===== src/rtl/sfp_pkg.sv =====
package sfp_pkg;
  localparam int WORD_W     = 32;
  localparam int WORD_BYTES = 4;
  localparam int FIFO_WORDS = 2;
  localparam int THR_W      = 3;
  localparam int STAT_W     = 12;

  // status bit positions (decoded by the register block)
  localparam int ST_TX_OVF   = 11;
  localparam int ST_TX_UNF   = 10;
  localparam int ST_RX_OVF   = 9;
  localparam int ST_RX_UNF   = 8;
  localparam int ST_TX_FULL  = 7;
  localparam int ST_TX_EMPTY = 6;
  localparam int ST_RX_FULL  = 5;
  localparam int ST_RX_EMPTY = 4;
  localparam int ST_TX_READY = 3;
  localparam int ST_RX_READY = 2;

  typedef struct packed {
    logic full;
    logic empty;
    logic ovf;
    logic unf;
    logic ready;
  } fifo_flags_t;
endpackage


===== src/rtl/sfp_rst_sync.sv =====
module sfp_rst_sync #(
  parameter int STAGES = 2
) (
  input  logic clk,
  input  logic rst_n,
  output logic rst_sync_n
);
  logic [STAGES-1:0] sync_q;
  logic [STAGES-1:0] sync_d;

  always_comb begin
    sync_d = {sync_q[STAGES-2:0], 1'b1};
  end

  always_ff @(posedge clk or negedge rst_n) begin
    if (!rst_n) sync_q <= '0;
    else        sync_q <= sync_d;
  end

  assign rst_sync_n = sync_q[STAGES-1];
endmodule


===== src/rtl/sfp_fifo_core.sv =====
module sfp_fifo_core #(
  parameter int WIDTH = 32,
  parameter int DEPTH = 2,
  parameter int CW    = $clog2(DEPTH + 1)
) (
  input  logic             clk,
  input  logic             rst_n,
  input  logic             clr,
  input  logic             push,
  input  logic [WIDTH-1:0] push_data,
  input  logic             pop,
  output logic [WIDTH-1:0] pop_data,
  output logic [CW-1:0]    count,
  output logic             full,
  output logic             empty,
  output logic             ovf,
  output logic             unf
);
  localparam int AW = (DEPTH > 1) ? $clog2(DEPTH) : 1;

  logic [AW-1:0]    wp_q, wp_d, rp_q, rp_d;
  logic [CW-1:0]    cnt_q, cnt_d;
  logic             ovf_q, ovf_d, unf_q, unf_d;
  logic [WIDTH-1:0] dout_q, dout_d;
  logic [WIDTH-1:0] mem_q [DEPTH];
  logic             push_ok, pop_ok;

  function automatic logic [AW-1:0] ptr_inc(input logic [AW-1:0] p);
    return (p == AW'(DEPTH - 1)) ? '0 : p + 1'b1;
  endfunction

  assign full    = (cnt_q == CW'(DEPTH));
  assign empty   = (cnt_q == '0);
  assign push_ok = push && !full && !clr;
  assign pop_ok  = pop && !empty && !clr;

  // storage: one explicit enable per entry
  for (genvar i = 0; i < DEPTH; i++) begin : g_entry
    logic we;
    assign we = push_ok && (wp_q == AW'(i));
    always_ff @(posedge clk) begin
      if (we) mem_q[i] <= push_data;
    end
  end

  always_comb begin
    wp_d   = wp_q;
    rp_d   = rp_q;
    cnt_d  = cnt_q;
    ovf_d  = ovf_q;
    unf_d  = unf_q;
    dout_d = dout_q;
    if (clr) begin
      wp_d  = '0;
      rp_d  = '0;
      cnt_d = '0;
      ovf_d = 1'b0;
      unf_d = 1'b0;
    end else begin
      if (push_ok) wp_d = ptr_inc(wp_q);
      if (pop_ok) begin
        rp_d   = ptr_inc(rp_q);
        dout_d = mem_q[rp_q];
      end
      cnt_d = cnt_q + CW'(push_ok) - CW'(pop_ok);
      if (push && full)  ovf_d = 1'b1;
      if (pop && empty)  unf_d = 1'b1;
    end
  end

  always_ff @(posedge clk or negedge rst_n) begin
    if (!rst_n) begin
      wp_q   <= '0;
      rp_q   <= '0;
      cnt_q  <= '0;
      ovf_q  <= 1'b0;
      unf_q  <= 1'b0;
      dout_q <= '0;
    end else begin
      wp_q   <= wp_d;
      rp_q   <= rp_d;
      cnt_q  <= cnt_d;
      ovf_q  <= ovf_d;
      unf_q  <= unf_d;
      dout_q <= dout_d;
    end
  end

  assign pop_data = dout_q;
  assign count    = cnt_q;
  assign ovf      = ovf_q;
  assign unf      = unf_q;

  // level never exceeds capacity
  p_level_bound_r4: assert property (@(posedge clk) disable iff (!rst_n)
    cnt_q <= CW'(DEPTH));

  // push into full queue is dropped and flagged
  p_drop_on_full_r5: assert property (@(posedge clk) disable iff (!rst_n)
    (full && push && !pop && !clr) |=> (cnt_q == $past(cnt_q)) && ovf_q);

  // pop from empty keeps last data
  p_hold_on_empty_r6: assert property (@(posedge clk) disable iff (!rst_n)
    (empty && pop && !clr) |=> $stable(dout_q) && unf_q);

  // error bits sticky until clear
  p_ovf_sticky_r7: assert property (@(posedge clk) disable iff (!rst_n)
    (ovf_q && !clr) |=> ovf_q);
  p_unf_sticky_r7: assert property (@(posedge clk) disable iff (!rst_n)
    (unf_q && !clr) |=> unf_q);

  // clear leaves queue empty and error free
  p_clear_idle_r10: assert property (@(posedge clk) disable iff (!rst_n)
    clr |=> (empty && !ovf_q && !unf_q));
endmodule


===== src/rtl/sfp_level_flag.sv =====
module sfp_level_flag #(
  parameter int DEPTH      = 2,
  parameter int WORD_BYTES = 4,
  parameter int TW         = 3,
  parameter int CW         = $clog2(DEPTH + 1),
  parameter bit FREE_MODE  = 1'b0
) (
  input  logic [CW-1:0] count,
  input  logic [TW-1:0] thr,
  output logic          ready
);
  localparam int TOTAL = DEPTH * WORD_BYTES;
  localparam int FBW   = $clog2(TOTAL + 1);
  localparam int CMPW  = (FBW > TW) ? FBW : TW;

  logic [CMPW-1:0] fill_bytes;
  logic [CMPW-1:0] thr_ext;

  assign fill_bytes = CMPW'(count) * CMPW'(WORD_BYTES);
  assign thr_ext    = CMPW'(thr);

  if (FREE_MODE) begin : g_free
    logic [CMPW-1:0] free_bytes;
    assign free_bytes = CMPW'(TOTAL) - fill_bytes;
    assign ready      = free_bytes > thr_ext;
  end else begin : g_fill
    assign ready = fill_bytes > thr_ext;
  end
endmodule


===== src/rtl/sfp_flush_ctl.sv =====
module sfp_flush_ctl (
  input  logic clk,
  input  logic rst_n,
  input  logic soft_rst,
  input  logic flush_req,
  output logic busy,
  output logic clr
);
  logic busy_q, busy_d;

  always_comb begin
    busy_d = flush_req && !soft_rst;
  end

  always_ff @(posedge clk or negedge rst_n) begin
    if (!rst_n) busy_q <= 1'b0;
    else        busy_q <= busy_d;
  end

  assign busy = busy_q;
  assign clr  = busy_q || soft_rst;

  // busy drops once the request is gone
  p_flush_self_clear_r10: assert property (@(posedge clk) disable iff (!rst_n)
    (busy_q && !flush_req) |=> !busy_q);
  // busy only follows a request
  p_flush_cause_r10: assert property (@(posedge clk) disable iff (!rst_n)
    $rose(busy_q) |-> $past(flush_req));
endmodule


===== src/rtl/spi_fifo_pair.sv =====
module spi_fifo_pair #(
  parameter int WIDTH      = sfp_pkg::WORD_W,
  parameter int DEPTH      = sfp_pkg::FIFO_WORDS,
  parameter int WORD_BYTES = sfp_pkg::WORD_BYTES,
  parameter int TW         = sfp_pkg::THR_W,
  parameter int SW         = sfp_pkg::STAT_W
) (
  input  logic             clk,
  input  logic             rst_n,
  input  logic             soft_rst,
  input  logic             flush_req,
  output logic             flush_busy,
  input  logic [TW-1:0]    wr_thresh,
  input  logic [TW-1:0]    rd_thresh,
  input  logic             h_push,
  input  logic [WIDTH-1:0] h_push_data,
  input  logic             h_pop,
  output logic [WIDTH-1:0] h_pop_data,
  input  logic             s_pop,
  output logic [WIDTH-1:0] s_pop_data,
  input  logic             s_push,
  input  logic [WIDTH-1:0] s_push_data,
  output logic [SW-1:0]    status
);
  import sfp_pkg::*;
  localparam int CW = $clog2(DEPTH + 1);

  logic          rst_i_n;
  logic          clr;
  logic [CW-1:0] tx_cnt, rx_cnt;
  fifo_flags_t   tx_f, rx_f;

  sfp_rst_sync #(.STAGES(2)) u_rst (
    .clk(clk), .rst_n(rst_n), .rst_sync_n(rst_i_n)
  );

  sfp_flush_ctl u_flush (
    .clk(clk), .rst_n(rst_i_n), .soft_rst(soft_rst),
    .flush_req(flush_req), .busy(flush_busy), .clr(clr)
  );

  sfp_fifo_core #(.WIDTH(WIDTH), .DEPTH(DEPTH), .CW(CW)) u_tx (
    .clk(clk), .rst_n(rst_i_n), .clr(clr),
    .push(h_push), .push_data(h_push_data),
    .pop(s_pop), .pop_data(s_pop_data), .count(tx_cnt),
    .full(tx_f.full), .empty(tx_f.empty), .ovf(tx_f.ovf), .unf(tx_f.unf)
  );

  sfp_fifo_core #(.WIDTH(WIDTH), .DEPTH(DEPTH), .CW(CW)) u_rx (
    .clk(clk), .rst_n(rst_i_n), .clr(clr),
    .push(s_push), .push_data(s_push_data),
    .pop(h_pop), .pop_data(h_pop_data), .count(rx_cnt),
    .full(rx_f.full), .empty(rx_f.empty), .ovf(rx_f.ovf), .unf(rx_f.unf)
  );

  sfp_level_flag #(.DEPTH(DEPTH), .WORD_BYTES(WORD_BYTES), .TW(TW),
                   .CW(CW), .FREE_MODE(1'b1)) u_tx_rdy (
    .count(tx_cnt), .thr(wr_thresh), .ready(tx_f.ready)
  );

  sfp_level_flag #(.DEPTH(DEPTH), .WORD_BYTES(WORD_BYTES), .TW(TW),
                   .CW(CW), .FREE_MODE(1'b0)) u_rx_rdy (
    .count(rx_cnt), .thr(rd_thresh), .ready(rx_f.ready)
  );

  always_comb begin
    status              = '0;
    status[ST_TX_OVF]   = tx_f.ovf;
    status[ST_TX_UNF]   = tx_f.unf;
    status[ST_RX_OVF]   = rx_f.ovf;
    status[ST_RX_UNF]   = rx_f.unf;
    status[ST_TX_FULL]  = tx_f.full;
    status[ST_TX_EMPTY] = tx_f.empty;
    status[ST_RX_FULL]  = rx_f.full;
    status[ST_RX_EMPTY] = rx_f.empty;
    status[ST_TX_READY] = tx_f.ready;
    status[ST_RX_READY] = rx_f.ready;
  end

  // a queue is never full and empty at once
  p_flags_exclusive_r4: assert property (@(posedge clk) disable iff (!rst_i_n)
    !(tx_f.full && tx_f.empty) && !(rx_f.full && rx_f.empty));

  // held software reset keeps queues idle
  p_soft_idle_r11: assert property (@(posedge clk) disable iff (!rst_i_n)
    (soft_rst && $past(soft_rst)) |-> (tx_f.empty && rx_f.empty && !tx_f.ovf && !rx_f.ovf));
endmodule


===== config.mk =====
export PLATFORM = sky130hd
export DESIGN_NAME = spi_fifo_pair
export DESIGN_NICKNAME = d
export VERILOG_FILES = /design/src/rtl/sfp_pkg.sv /design/src/rtl/sfp_rst_sync.sv /design/src/rtl/sfp_fifo_core.sv /design/src/rtl/sfp_level_flag.sv /design/src/rtl/sfp_flush_ctl.sv /design/src/rtl/spi_fifo_pair.sv
export SDC_FILE = /design/constraint.sdc
export NUM_CORES = 1
export LEC_CHECK = 0
export BUFFER_PORTS_ARGS = -buffer_cell sky130_fd_sc_hd__buf_2
export CORE_ASPECT_RATIO = 0.75
export CORE_MARGIN = 2
export CORE_UTILIZATION = 39
export DETAILED_ROUTE_END_ITERATION = 7
export PLACE_DENSITY_LB_ADDON = 0.08
export SETUP_SLACK_MARGIN = 0.4
export SLEW_MARGIN = 40
export SYNTH_ARGS = -nofsm -noshare
export SYNTH_HDL_FRONTEND = slang
export SYNTH_SLANG_ARGS = --single-unit
export TNS_END_PERCENT = 20

===== constraint.sdc =====
create_clock -name clk -period 3.85 [get_ports clk]
set_input_delay 0.1925 -clock clk [delete_from_list [all_inputs] [get_ports clk]]
set_output_delay 0.1925 -clock clk [all_outputs]
set_load 0.1 [all_outputs]

==> After elaboration in Yosys (flattened, before gate mapping) <==
Memory sizes are Yosys's and may differ from the RTL's. A register that Yosys moved wholly into a read port is not among the register bits.
Index checks and enable logic that the tools add are counted.
{ "totals": {"ff_bits": 15, "ramBits": 128, "inputBits": 78, "elab_cells": 106, "n_memories": 2} }
{ "classes": {"add_sub_neg": 9, "n_lt_le_gt_ge": 2, "eq_ne": 2, "mux": 36, "bitwise": 3, "reduce_logical": 40} }
{ "mem_list": {"columns": ["memory", "depth", "width", "rd", "rd_clocked_by_memory_dff", "wr", "line_no", "text"], "rows": [
  ["u_rx.mem_q", 2, 32, 1, 1, 1, "sfp_fifo_core.sv:25", "logic [WIDTH-1:0] mem_q [DEPTH];"],
  ["u_tx.mem_q", 2, 32, 1, 1, 1, "sfp_fifo_core.sv:25", null]
]} }
{ "ops": {"columns": ["operator", "count"], "rows": [
  ["$mux 32", 2],
  ["$reduce_or 32->1", 2],
  ["$mux 1", 32],
  ["$logic_and 1x1->1", 17],
  ["$reduce_bool 2->1", 8],
  ["$gt 4x3->1", 2],
  ["$logic_not 1->1", 8],
  ["$add 1x1->1 const B", 4],
  ["$add 2x1->2", 2],
  ["$eq 2x2->1 const B", 2],
  ["$logic_not 2->1", 2],
  ["$mux 2", 2],
  ["$reduce_and 2->1", 2],
  ["$sub 2x1->2", 2],
  ["$sub 4x4->4 const A", 1],
  ["$not 1->1", 3],
  ["$logic_or 1x1->1", 1]
]} }

==> Depth between registers and ports, before layout <==
Gate-level depths: netlist of the first run.
{ "logic_depth": {"word_depth": 9, "depth_mapped": 11} }

==> Hierarchy <==
From an unflattened synthesis of the first run, not the netlist that was laid out.
{ "unflattened": {"hier_cells": 496, "hier_area_um2": 7717.4} }
{ "by_module_without_submodules": {"columns": ["mod", "n_inst", "cells_each", "area_each_um2", "seq_area_each_um2"], "rows": [
  ["sfp_fifo_core", 2, 238, 3759.9, 2872.8],
  ["sfp_rst_sync", 1, 3, 53.8, 50.0],
  ["sfp_level_flag (u_tx_rdy)", 1, 6, 46.3, 0.0],
  ["sfp_flush_ctl", 1, 3, 40.0, 25.0],
  ["sfp_level_flag (u_rx_rdy)", 1, 5, 38.8, 0.0],
  ["spi_fifo_pair", 1, 3, 18.8, 0.0]
]} }

==> Worst setup path before layout of the first run <==
Ideal clock, no wire load.
{ "synth_timing": {"path_type": "register to register", "start": "register u_flush.busy_q (netlist: u_flush.busy)", "end": "memory u_tx.mem_q[0][0], enable pin", "arrival_time_ns": 2.706, "setup_slack_ns": 0.719, "stages_incl_launch_ff": 4, "path_buffers": 0, "cell_sequence": "dfrtp_1 nor2_1 and2_1 nor2b_1"} }
{ "synth_between": {"word_cells_on_any_way": 12, "classes_between": "mux: 6; reduce/logical: 6"} }
{ "synth_lines": {"columns": ["item", "line_no", "text"], "rows": [
  ["start: declaration", "sfp_flush_ctl.sv:9", "logic busy_q, busy_d;"],
  ["start signal: assignment", "sfp_flush_ctl.sv:17", "else busy_q <= busy_d;"],
  ["$logic_or 1x1->1", "sfp_flush_ctl.sv:21", "assign clr = busy_q || soft_rst;"],
  ["$logic_not 1->1", "sfp_fifo_core.sv:34", "assign push_ok = push && !full && !clr;"],
  ["$logic_and 1x1->1", "sfp_fifo_core.sv:34", null],
  ["$logic_and 1x1->1", "sfp_fifo_core.sv:40", "assign we = push_ok && (wp_q == AW'(i));"],
  ["named net u_tx.g_entry[0].we", "sfp_fifo_core.sv:39", "logic we;"],
  ["$mux 1", "sfp_fifo_core.sv:42", "if (we) mem_q[i] <= push_data;"],
  ["$mux 1 (not written as such)", "sfp_fifo_core.sv:42", null],
  ["$mux 1 (no line)", null, null],
  ["end: declaration", "sfp_fifo_core.sv:25", null]
]} }
The timed path passes the listed nets, and every way through them passes these cells.

==> Worst setup path in the final report of the first run <==
{ "layout_timing": {"start": "register u_tx.cnt_q[0] (netlist: u_tx.count[0])", "end": "memory u_tx.mem_q[0][5], enable pin"} }
{ "layout_between": {"word_cells_on_any_way": 13, "classes_between": "eq/ne: 1; mux: 6; reduce/logical: 6"} }
{ "layout_lines": {"columns": ["item", "line_no", "text"], "rows": [
  ["start: declaration", "sfp_fifo_core.sv:22", "logic [CW-1:0] cnt_q, cnt_d;"],
  ["start signal: assignment", "sfp_fifo_core.sv:82", "cnt_q <= cnt_d;"],
  ["$eq 2x2->1", "sfp_fifo_core.sv:32", "assign full = (cnt_q == CW'(DEPTH));"],
  ["$logic_not 1->1", "sfp_fifo_core.sv:34", null],
  ["$logic_and 1x1->1 (2 in a row)", "sfp_fifo_core.sv:34", null],
  ["$logic_and 1x1->1", "sfp_fifo_core.sv:40", null],
  ["named net u_tx.g_entry[0].we", "sfp_fifo_core.sv:39", null],
  ["$mux 1", "sfp_fifo_core.sv:42", null],
  ["$mux 1 (not written as such)", "sfp_fifo_core.sv:42", null],
  ["$mux 1 (no line)", null, null]
]} }
The timed path passes the listed nets, and every way through them passes these cells.

==> impl_metrics.ini, run 1 <==
[run_status]
outcome = complete, no violations

[sta]
finalSetupTns_ns = 0
fin_crit_sh_pct = 56.5
worst_slew_pin_slew_ns = 0.720
fin_skew_ns = 0.00737
max_freq_mhz = 460
relSlewSlack_pct = 52.0
finalSetupViolCount = 0
drv_slew = 0
hold_viol = 0
min_period_ns = 2.18
rsz0062_at_grt = no

[detailed_routing]
ant_nets = 0
first_pass_iters = 4
initialDrtViolationCount = 189
avgRoutedWirePerCell_um = 16.1
routed_wirelength_um = 15500
via_per_inst = 4.52
vias = 4362
drc = 0

[yosys]
synthCells = 466
yosys-top-cells-area = edfxtp_1, dfrtp_1, mux2_4, mux2i_1, mux2_2
syn_area_per_cell_um2 = 17.2
synth_top_area_cell = edfxtp_1
ys_ff_latch = 207
async_flop_share_pct = 38.2
synthFlopType = edfxtp_1
synth_area_um2 = 8010
ys_seq_area_share_pct = 72.7
yosysMostFrequentCell = edfxtp_1
synth_edf_count = 128
ys_top_cells_by_count = edfxtp_1, dfrtp_1, nor2_1
yosysWarnings = 0
netlist.area_leader.share_pct = 48.0
ys_types = 32

[worst_setup_path]
rr_endpoint = u_tx.mem_q[0][5]
r2r_start = u_tx.count[0]
crit_arrival_ns = 2.36
cp-end-kind = flop
path_max_fanout = 17
r2r_cells = 6
reg2reg_slack_ns = 1.67
required_ns = 4.04
critPathKind = flop to flop
cp-startpoint = u_tx.count[0]
cp-start-kind = flop

[floorplanning]
core_um2 = 20200
initial_utilization_pct = 39.7
die_y_um = 128
rows = 45
die_area_um2 = 21700
die_w_um = 169
ios = 155

[placed_design]
gp_congestion = 0.747
dp_hpwl_um = 9810
portBuffers = 152
placed_cells = 855
dpl_cell_area_um2 = 8990

[global_routing]
grt.total_usage_pct = 14.7
antenna_found_initial = 0
grt_first_pass_wirelength_um = 24800
grt_pass1_vias = 4611
grt_max_degree = 65
overflow = 0

[min_path]
min_from = h_pop
hold_class = input pin to flop
hold_end = u_rx.unf
holdPathStages = 3

[finish]
layout-drive-gt1-share_pct = 37.9
final_area_um2 = 10500
syn_to_final_growth_pct = 31.1
fin_cells = 966
fin_nets = 778
fillCellCount = 1726
antennaDiodeCount = 0

[clocking]
cts_tree = built
cts_resized = 0
clockBufferDepth = 3
htree_levels = 1
clk_pin_slew_ns = 0.06
cts_buffers = 22
root_buffer = clkbuf_16
clock_latency_ns = 0.49
cts_sinks = 207

[power_and_ir_drop]
comb_power_share_pct = 39.4
power.internal_w = 0.00475
p_clk_share_pct = 26.2
pwr-share-seq_pct = 34.4
switching_share_pct = 44.3
switchingPower_w = 0.00377
ir_drop_mv = 0.713
leakage_nw = 4.25
powerDensity_nw_per_um2 = 812
power_w = 0.00852

[flow_run]
drv_cap = 0
cell usage in the layout (no fill, tap or decap), types with 3 or more instances in the layout:
| cell | synthesis | routed |
|---|---|---|
| buf_2 | 6 | 152 |
| edfxtp_1 | 128 | 128 |
| dfrtp_1 | 79 | 77 |
| dlygate4sd3_1 | 0 | 71 |
| nor2_1 | 46 | 44 |
| mux2i_1 | 32 | 32 |
| mux2_4 | 29 | 29 |
| a21oi_1 | 27 | 27 |
| mux2_2 | 23 | 23 |
| clkbuf_16 | 0 | 23 |
| mux2_1 | 12 | 12 |
| inv_1 | 11 | 11 |
| a21oi_2 | 10 | 10 |
| ha_1 | 8 | 8 |
| and2_1 | 4 | 4 |
| xnor2_1 | 4 | 4 |
| clkinv_1 | 0 | 4 |
| clkinv_2 | 0 | 4 |
| bufinv_16 | 0 | 4 |
| buf_4 | 16 | 4 |
| nor2b_1 | 4 | 3 |
| conb_1 | 2 | 3 |
| clkbuf_8 | 0 | 3 |
| buf_8 | 0 | 3 |
worst max path at each step:
stage / to / slack, ns / cells after the start
detailed placement: u_tx.mem_q[0][3] / 1.69 / 6
global placement: u_tx.mem_q[0][29] / 1.60 / 5
global route: u_tx.mem_q[0][5] / 1.53 / 6
finish: u_tx.mem_q[0][5] / 1.67 / 6
CTS: u_tx.mem_q[0][5] / 1.67 / 6
floorplan: u_tx.mem_q[0][0] / 0.72 / 3
layout make-up:
type / count / area (um2) / share of cell area [%]
Clock buffer: 27 / 621 / 5.92
Multi-Input combinational cell: 218 / 1910 / 18.2
Clock inverter: 13 / 164 / 1.56
Sequential cell: 207 / 5830 / 55.6
Tap cell: 258 / 323 / 3.08
Timing Repair Buffer: 232 / 1600 / 15.3
Inverter: 11 / 41.3 / 0.394
repair_timing:
action,in CTS,in global routing
hold buffers,71,0
hold endpoints to repair,135,0
setup buffers,0,0
state kept, by name (all words and copies together), names as in the netlist, 2 cells and up:
register       cells
u_tx.mem_q        64
u_rx.mem_q        64
u_rx.pop_data     32
u_tx.pop_data     32
u_rx.count         2
u_rst.sync_q       2
u_tx.count         2
per-layer routing:
layer	wire length (um)	GRT usage [%]
met1	7400	20.7
met2	7140	23.4
met3	663	3.03
met4	318	3.92
met5	0	0
stage by stage:
step	hold slack [ns]	setup WS (ns)	utilization, %
after global routing	0.0583	1.53	52.0
after CTS	0.0157	1.67	52.0
after global placement	-0.0217	1.60	44.1
final	0.0259	1.67	52.0
after floorplan	-0.103	0.719	-
after detailed placement	-0.0186	1.69	44.6
critical path, cell delays in order, from the launching register on:
cell and delay (ns):
dfrtp_1 0.37, inv_1 0.09, ha_1 0.24, nor2b_1 0.24, and2_1 0.20, nor2b_4 0.48, buf_8 0.25
power by group through the flow:
stage	Combinational [W]	Sequential [W]	Clock, W
3_5_place_dp	0.00331	0.00298	0
4_1_cts	0.00338	0.00294	0.00230
6_report	0.00335	0.00293	0.00223
3_3_place_gp	0.00330	0.00297	0
2_1_floorplan	0.000554	0.00521	0
5_1_grt	0.00347	0.00298	0.00238
logic make-up after synthesis:
| kind of cell | after synthesis | synth area share, % |
|---|---|---|
| buf+inv | 42 | 3.89 |
| mux | 96 | 14.4 |
| xor+xnor | 6 | 0.656 |
| other cells | 2 | 0.0938 |
| fa+ha+maj | 8 | 1.25 |
| flops | 207 | 72.7 |
| compound gates | 41 | 3.27 |
| simple gates | 64 | 3.77 |
(Power assumes the default switching activity.)
==> run 2, diff against run 1 <==
Clock period 3.85 ns to 1.9 ns, I/O delays scaled along.
==> run 2 against run 1 <==
Against the previous run: cell area rose by 12%; via count rose by 8.0%; non-clock buffer count rose by 39; clock skew barely moved; die area did not move; final cell count rose by 4.0%; worst hold slack improved by 0.081 ns; largest cell class unchanged; critical path type is now flop to primary output.
==> impl_metrics.ini, run 2 (synthesis results as in run 1) <==
[global_routing]
overflow = 0
antenna_found_initial = 0
grt_max_degree = 42
grt_pass1_vias = 4968
grt.total_usage_pct = 16.2
grt_first_pass_wirelength_um = 27100

[finish]
final_cell_mix = buf_2, edfxtp_1, dfrtp_1
layout-drive-gt1-share_pct = 51.5
syn_to_final_growth_pct = 46.6
fillCellCount = 1591
final_common_cell = buf_2
fin_nets = 817
multi_input_comb_area_um2 = 2390
antennaDiodeCount = 0
regArea_um2 = 5830
biggestRegsByFlops = u_rx.mem_q: 64 flops, u_tx.mem_q: 64 flops

[worst_setup_path]
critPathKind = flop to primary output
required_ns = 1.80
cp-start-kind = flop
path_max_fanout = 2
critical_path_buf_inv_count = 2
path_cells = ha_1, inv_1, o31ai_1, nand2_1, buf_12
crit_arrival_ns = 1.70
slowest_delay_ns = 0.39
path_delay_family = flip-flops
crit_slowest_cell = dfrtp_1
cp-end-kind = primary output

[sta]
max_freq_mhz = 557
worst_slew_pin_slew_ns = 0.517
whs_ns = 0.107
drv_slew = 0
relSlewSlack_pct = 65.8
fin_crit_sh_pct = 94.6
hold_viol = 0
fin_skew_ns = 0.00717
finalSetupTns_ns = 0
min_period_ns = 1.80
finalSetupViolCount = 0
rsz0062_at_grt = yes

[floorplanning]
initial_utilization_pct = 39.7
die_w_um = 169
die_y_um = 128
core_um2 = 20200
rows = 45
die_area_um2 = 21700
ios = 155

[detailed_routing]
routed_wirelength_um = 17800
drc = 0
met2_wirelength_um = 8420
first_pass_iters = 5
met1_length_um = 8400
wl_met3_um = 670
avgRoutedWirePerCell_um = 17.8
vias = 4710
via_per_inst = 4.69
dr.max_layer_used = met4
ant_nets = 0
initialDrtViolationCount = 196

[clocking]
cts_tree = built
clock_latency_ns = 0.49
root_buffer = clkbuf_16
clockBufferDepth = 3
cts_sinks = 207
htree_levels = 1
clk_pin_slew_ns = 0.06
cts_buffers = 22

[power_and_ir_drop]
ir_drop_mv = 1.03
leakage_nw = 4.67
powerDensity_nw_per_um2 = 1510

[run_status]
outcome = complete, no violations

[flow_run]
drv_cap = 0

[min_path]
hold_class = input pin to flop

[placed_design]
gp_congestion = 0.763
dp_hpwl_um = 9530
portBuffers = 152
-- run 2: timing repair --
action                                  CTS  global route
gates resized for setup                 111            77
pin swaps                                15            55
endpoints found under the setup margin  202           205
buffers inserted                         13             3
hold buffers                             72             0
gates cloned                              7             6
endpoints found under the hold margin   136             0
-- run 2: worst paths after layout --
kind	startpoint	end	slack (ns)	cells past startpoint
setup / recovery	u_tx.count[0]	status[3]	0.10	5
hold reg to reg	u_rst.sync_q[1]	u_tx.ovf	0.15	0
setup reg to reg	u_flush.busy	u_tx.count[1]	0.11	8
min in group asynchronous	u_rst.sync_q[1]	u_tx.ovf	0.15	0
max in group asynchronous	u_rst.sync_q[1]	u_tx.pop_data[9]	1.07	1
hold / removal	soft_rst	u_rx.count[0]	0.11	4
-- run 2: cell type report --
cell class                      count  share of cell area [%]
Clock buffer                       28                    5.06
Clock inverter                     12                    1.14
Inverter                           11                   0.394
Multi-Input combinational cell    218                    20.4
Sequential cell                   207                    49.7
Tap cell                          258                    2.75
Timing Repair Buffer              271                    20.6
-- run 2: stage by stage --
stage	utilization [%]	cells	setup slack, ns	instance area (um2)	total power (W)
4_1_cts	56.0	996	0.0776	11300	0.0178
2_1_floorplan	-	467	-0.263	8040	0.0117
3_3_place_gp	45.2	864	0.102	9100	0.0127
3_5_place_dp	45.2	864	0.0205	9100	0.0128
5_1_grt	58.2	1005	0.00668	11700	0.0184
6_report	58.2	1005	0.103	11700	0.0177
-- run 2: layer usage --
metal	vias to the layer above	track usage (%)
met5	-	0
met4	0	3.72
met3	27	3.06
met2	107	26.4
met1	2365	22.6
li1	2211	-
-- run 2: worst register-to-register path, delay by kind of cell, from the launching register on --
family	cells	cell delay, ns
buffers and inverters	2	0.21
XOR/XNOR	2	0.25
flip-flops	1	0.47
adder cells (fa/ha/maj)	2	0.42
AND/OR/NAND/NOR	2	0.34
-- run 2: report_power, final --
part	switching [W]	internal, W
registers	0.000565	0.00554
clock network	0.00170	0.00262
logic	0.00575	0.00156
==> run 3, diff against run 2 <==
Settings changed: CORE_UTILIZATION 39 to 45.
Clock period 1.9 ns to 1.5 ns, I/O delays scaled along.
==> run 3 against run 2 <==
Against the previous run: the flow now finishes with violations (setup timing); global-route usage up 2.0 points; first-iteration DRC count up 2.0%; die area decreased by 13%; wire length decreased by 1.3%; core utilization up 12 points; total power is 35% higher; sequential power grew 30%; via count about the same; non-clock buffer count rose by 10; sequential share of layout area shrank 2.3 points; combinational power up 46%; critical endpoint unchanged; largest cell class unchanged.
==> impl_metrics.ini, run 3 (synthesis results as in run 1) <==
[run_status]
outcome = complete, but fails checks
violations = setup timing

[placed_design]
portBuffers = 152
gp_congestion = 0.700
dp_slack_ns = -0.319
dp_hpwl_um = 9900
placed_cells = 865

[finish]
biggestRegsByFlops = u_rx.mem_q: 64 flops, u_tx.mem_q: 64 flops
regArea_um2 = 5830
final_core_utilization_pct = 70.1
layout-drive-gt1-share_pct = 50.3
multi_input_comb_area_um2 = 2340
fin_cells = 997
fillCellCount = 1187
final_common_cell = edfxtp_1
antennaDiodeCount = 0
syn_to_final_growth_pct = 53.8
fin_nets = 826
final_cell_mix = edfxtp_1, buf_2, dfrtp_1

[sta]
min_period_ns = 1.84
worst_slack_ns = -0.340
rsz0062_at_grt = yes
drv_slew = 0
hold_viol = 0
max_freq_mhz = 543
finalSetupViolCount = 201
fin_skew_ns = 0.00812
fin_crit_sh_pct = 123

[power_and_ir_drop]
power.internal_w = 0.0137
switchingPower_w = 0.0103
comb_power_share_pct = 44.8
switching_share_pct = 42.9
p_clk_share_pct = 22.0
powerDensity_nw_per_um2 = 1940
leakage_nw = 4.83
ir_drop_mv = 1.70
pwr-share-seq_pct = 33.2

[clocking]
cts_sinks = 207
clock_latency_ns = 0.48
root_buffer = clkbuf_16
clockBufferDepth = 3
clk_pin_slew_ns = 0.06
cts_tree = built
htree_levels = 1
cts_buffers = 21

[min_path]
holdPathStages = 4
min_from = s_pop
hold_end = u_tx.rp_q
hold_class = input pin to flop

[detailed_routing]
avgRoutedWirePerCell_um = 17.7
routed_wirelength_um = 17600
via_per_inst = 4.73
drc = 0
vias = 4713
first_pass_iters = 4
initialDrtViolationCount = 200
ant_nets = 0

[worst_setup_path]
cp-end-kind = primary output
crit_arrival_ns = 1.77
cp-start-kind = flop
r2r_cells = 8
path_max_fanout = 2
critPathKind = flop to primary output
reg2reg_slack_ns = -0.30
r2r_start = u_flush.busy
rr_endpoint = u_rx.count[1]
cp-startpoint = u_tx.count[0]
required_ns = 1.42

[global_routing]
met2_usage_pct = 30.3
antenna_found_initial = 0
grt_max_degree = 78
met3_usage_pct = 3.03
overflow = 0
grt_first_pass_wirelength_um = 26600
grt_pass1_vias = 5093
grt.total_usage_pct = 18.1
grt_util_met1_pct = 25.3
busiest_layer = met2

[flow_run]
drv_cap = 0

[floorplanning]
ios = 155
core_um2 = 17600
die_area_um2 = 18900
die_w_um = 158
die_y_um = 120
initial_utilization_pct = 45.6
rows = 42
-- run 3: cell type report --
type,instances,area share [%]
Timing Repair Buffer,281,25.1
Clock inverter,9,0.986
Multi-Input combinational cell,218,19.0
Sequential cell,207,47.4
Clock buffer,29,4.68
Tap cell,242,2.46
Inverter,11,0.396
-- run 3: per-layer routing --
layer  share of wire (%)  up-vias
met4                 1.7        0
met3                 4.1       24
met2                  48      108
li1                    -     2221
met5                   0        -
met1                  46     2360
-- run 3: worst max-delay path, cell delays in order, from the launching register on --
cell and delay, ns:
dfrtp_1 0.40, buf_6 0.13, ha_4 0.25, inv_2 0.03
o31ai_2 0.16, nand2_1 0.12, buf_12 0.18
-- run 3: how the worst max path moves through the flow --
stage	cells after the start	to	slack (ns)
4_1_cts	6	status[3]	-0.35
5_1_grt	6	status[3]	-0.43
3_5_place_dp	9	u_tx.count[1]	-0.32
6_report	6	status[3]	-0.34
3_3_place_gp	9	u_tx.count[1]	-0.24
2_1_floorplan	9	u_rx.count[1]	-0.55
-- run 3: power groups by stage --
stage | clock (W) | sequential, W | combinational [W]
after global routing | 0.00566 | 0.00807 | 0.0110
after floorplan | 0 | 0.0134 | 0.00145
after global placement | 0 | 0.00757 | 0.00863
after detailed placement | 0 | 0.00761 | 0.00870
after CTS | 0.00540 | 0.00776 | 0.0102
final | 0.00526 | 0.00795 | 0.0107
-- run 3: stage by stage --
step,power (W),hold WS (ns),cell area [um2],setup TNS [ns]
2_1_floorplan,0.0148,-0.221,8110,-63.25
3_3_place_gp,0.0162,-0.141,9390,-27.60
3_5_place_dp,0.0163,-0.137,9390,-32.74
4_1_cts,0.0234,0.0240,11700,-28.07
5_1_grt,0.0247,0.0825,12300,-41.15
6_report,0.0239,0.0651,12300,-29.91
-- run 3: what timing repair did --
item                       4_1_cts  5_1_grt
hold buffers                    72        0
gates resized for setup        199      107
pin swaps                       13       15
setup endpoints to repair      279      279
hold endpoints to repair       136        0
setup buffers                    7        5
gates cloned                     3        7
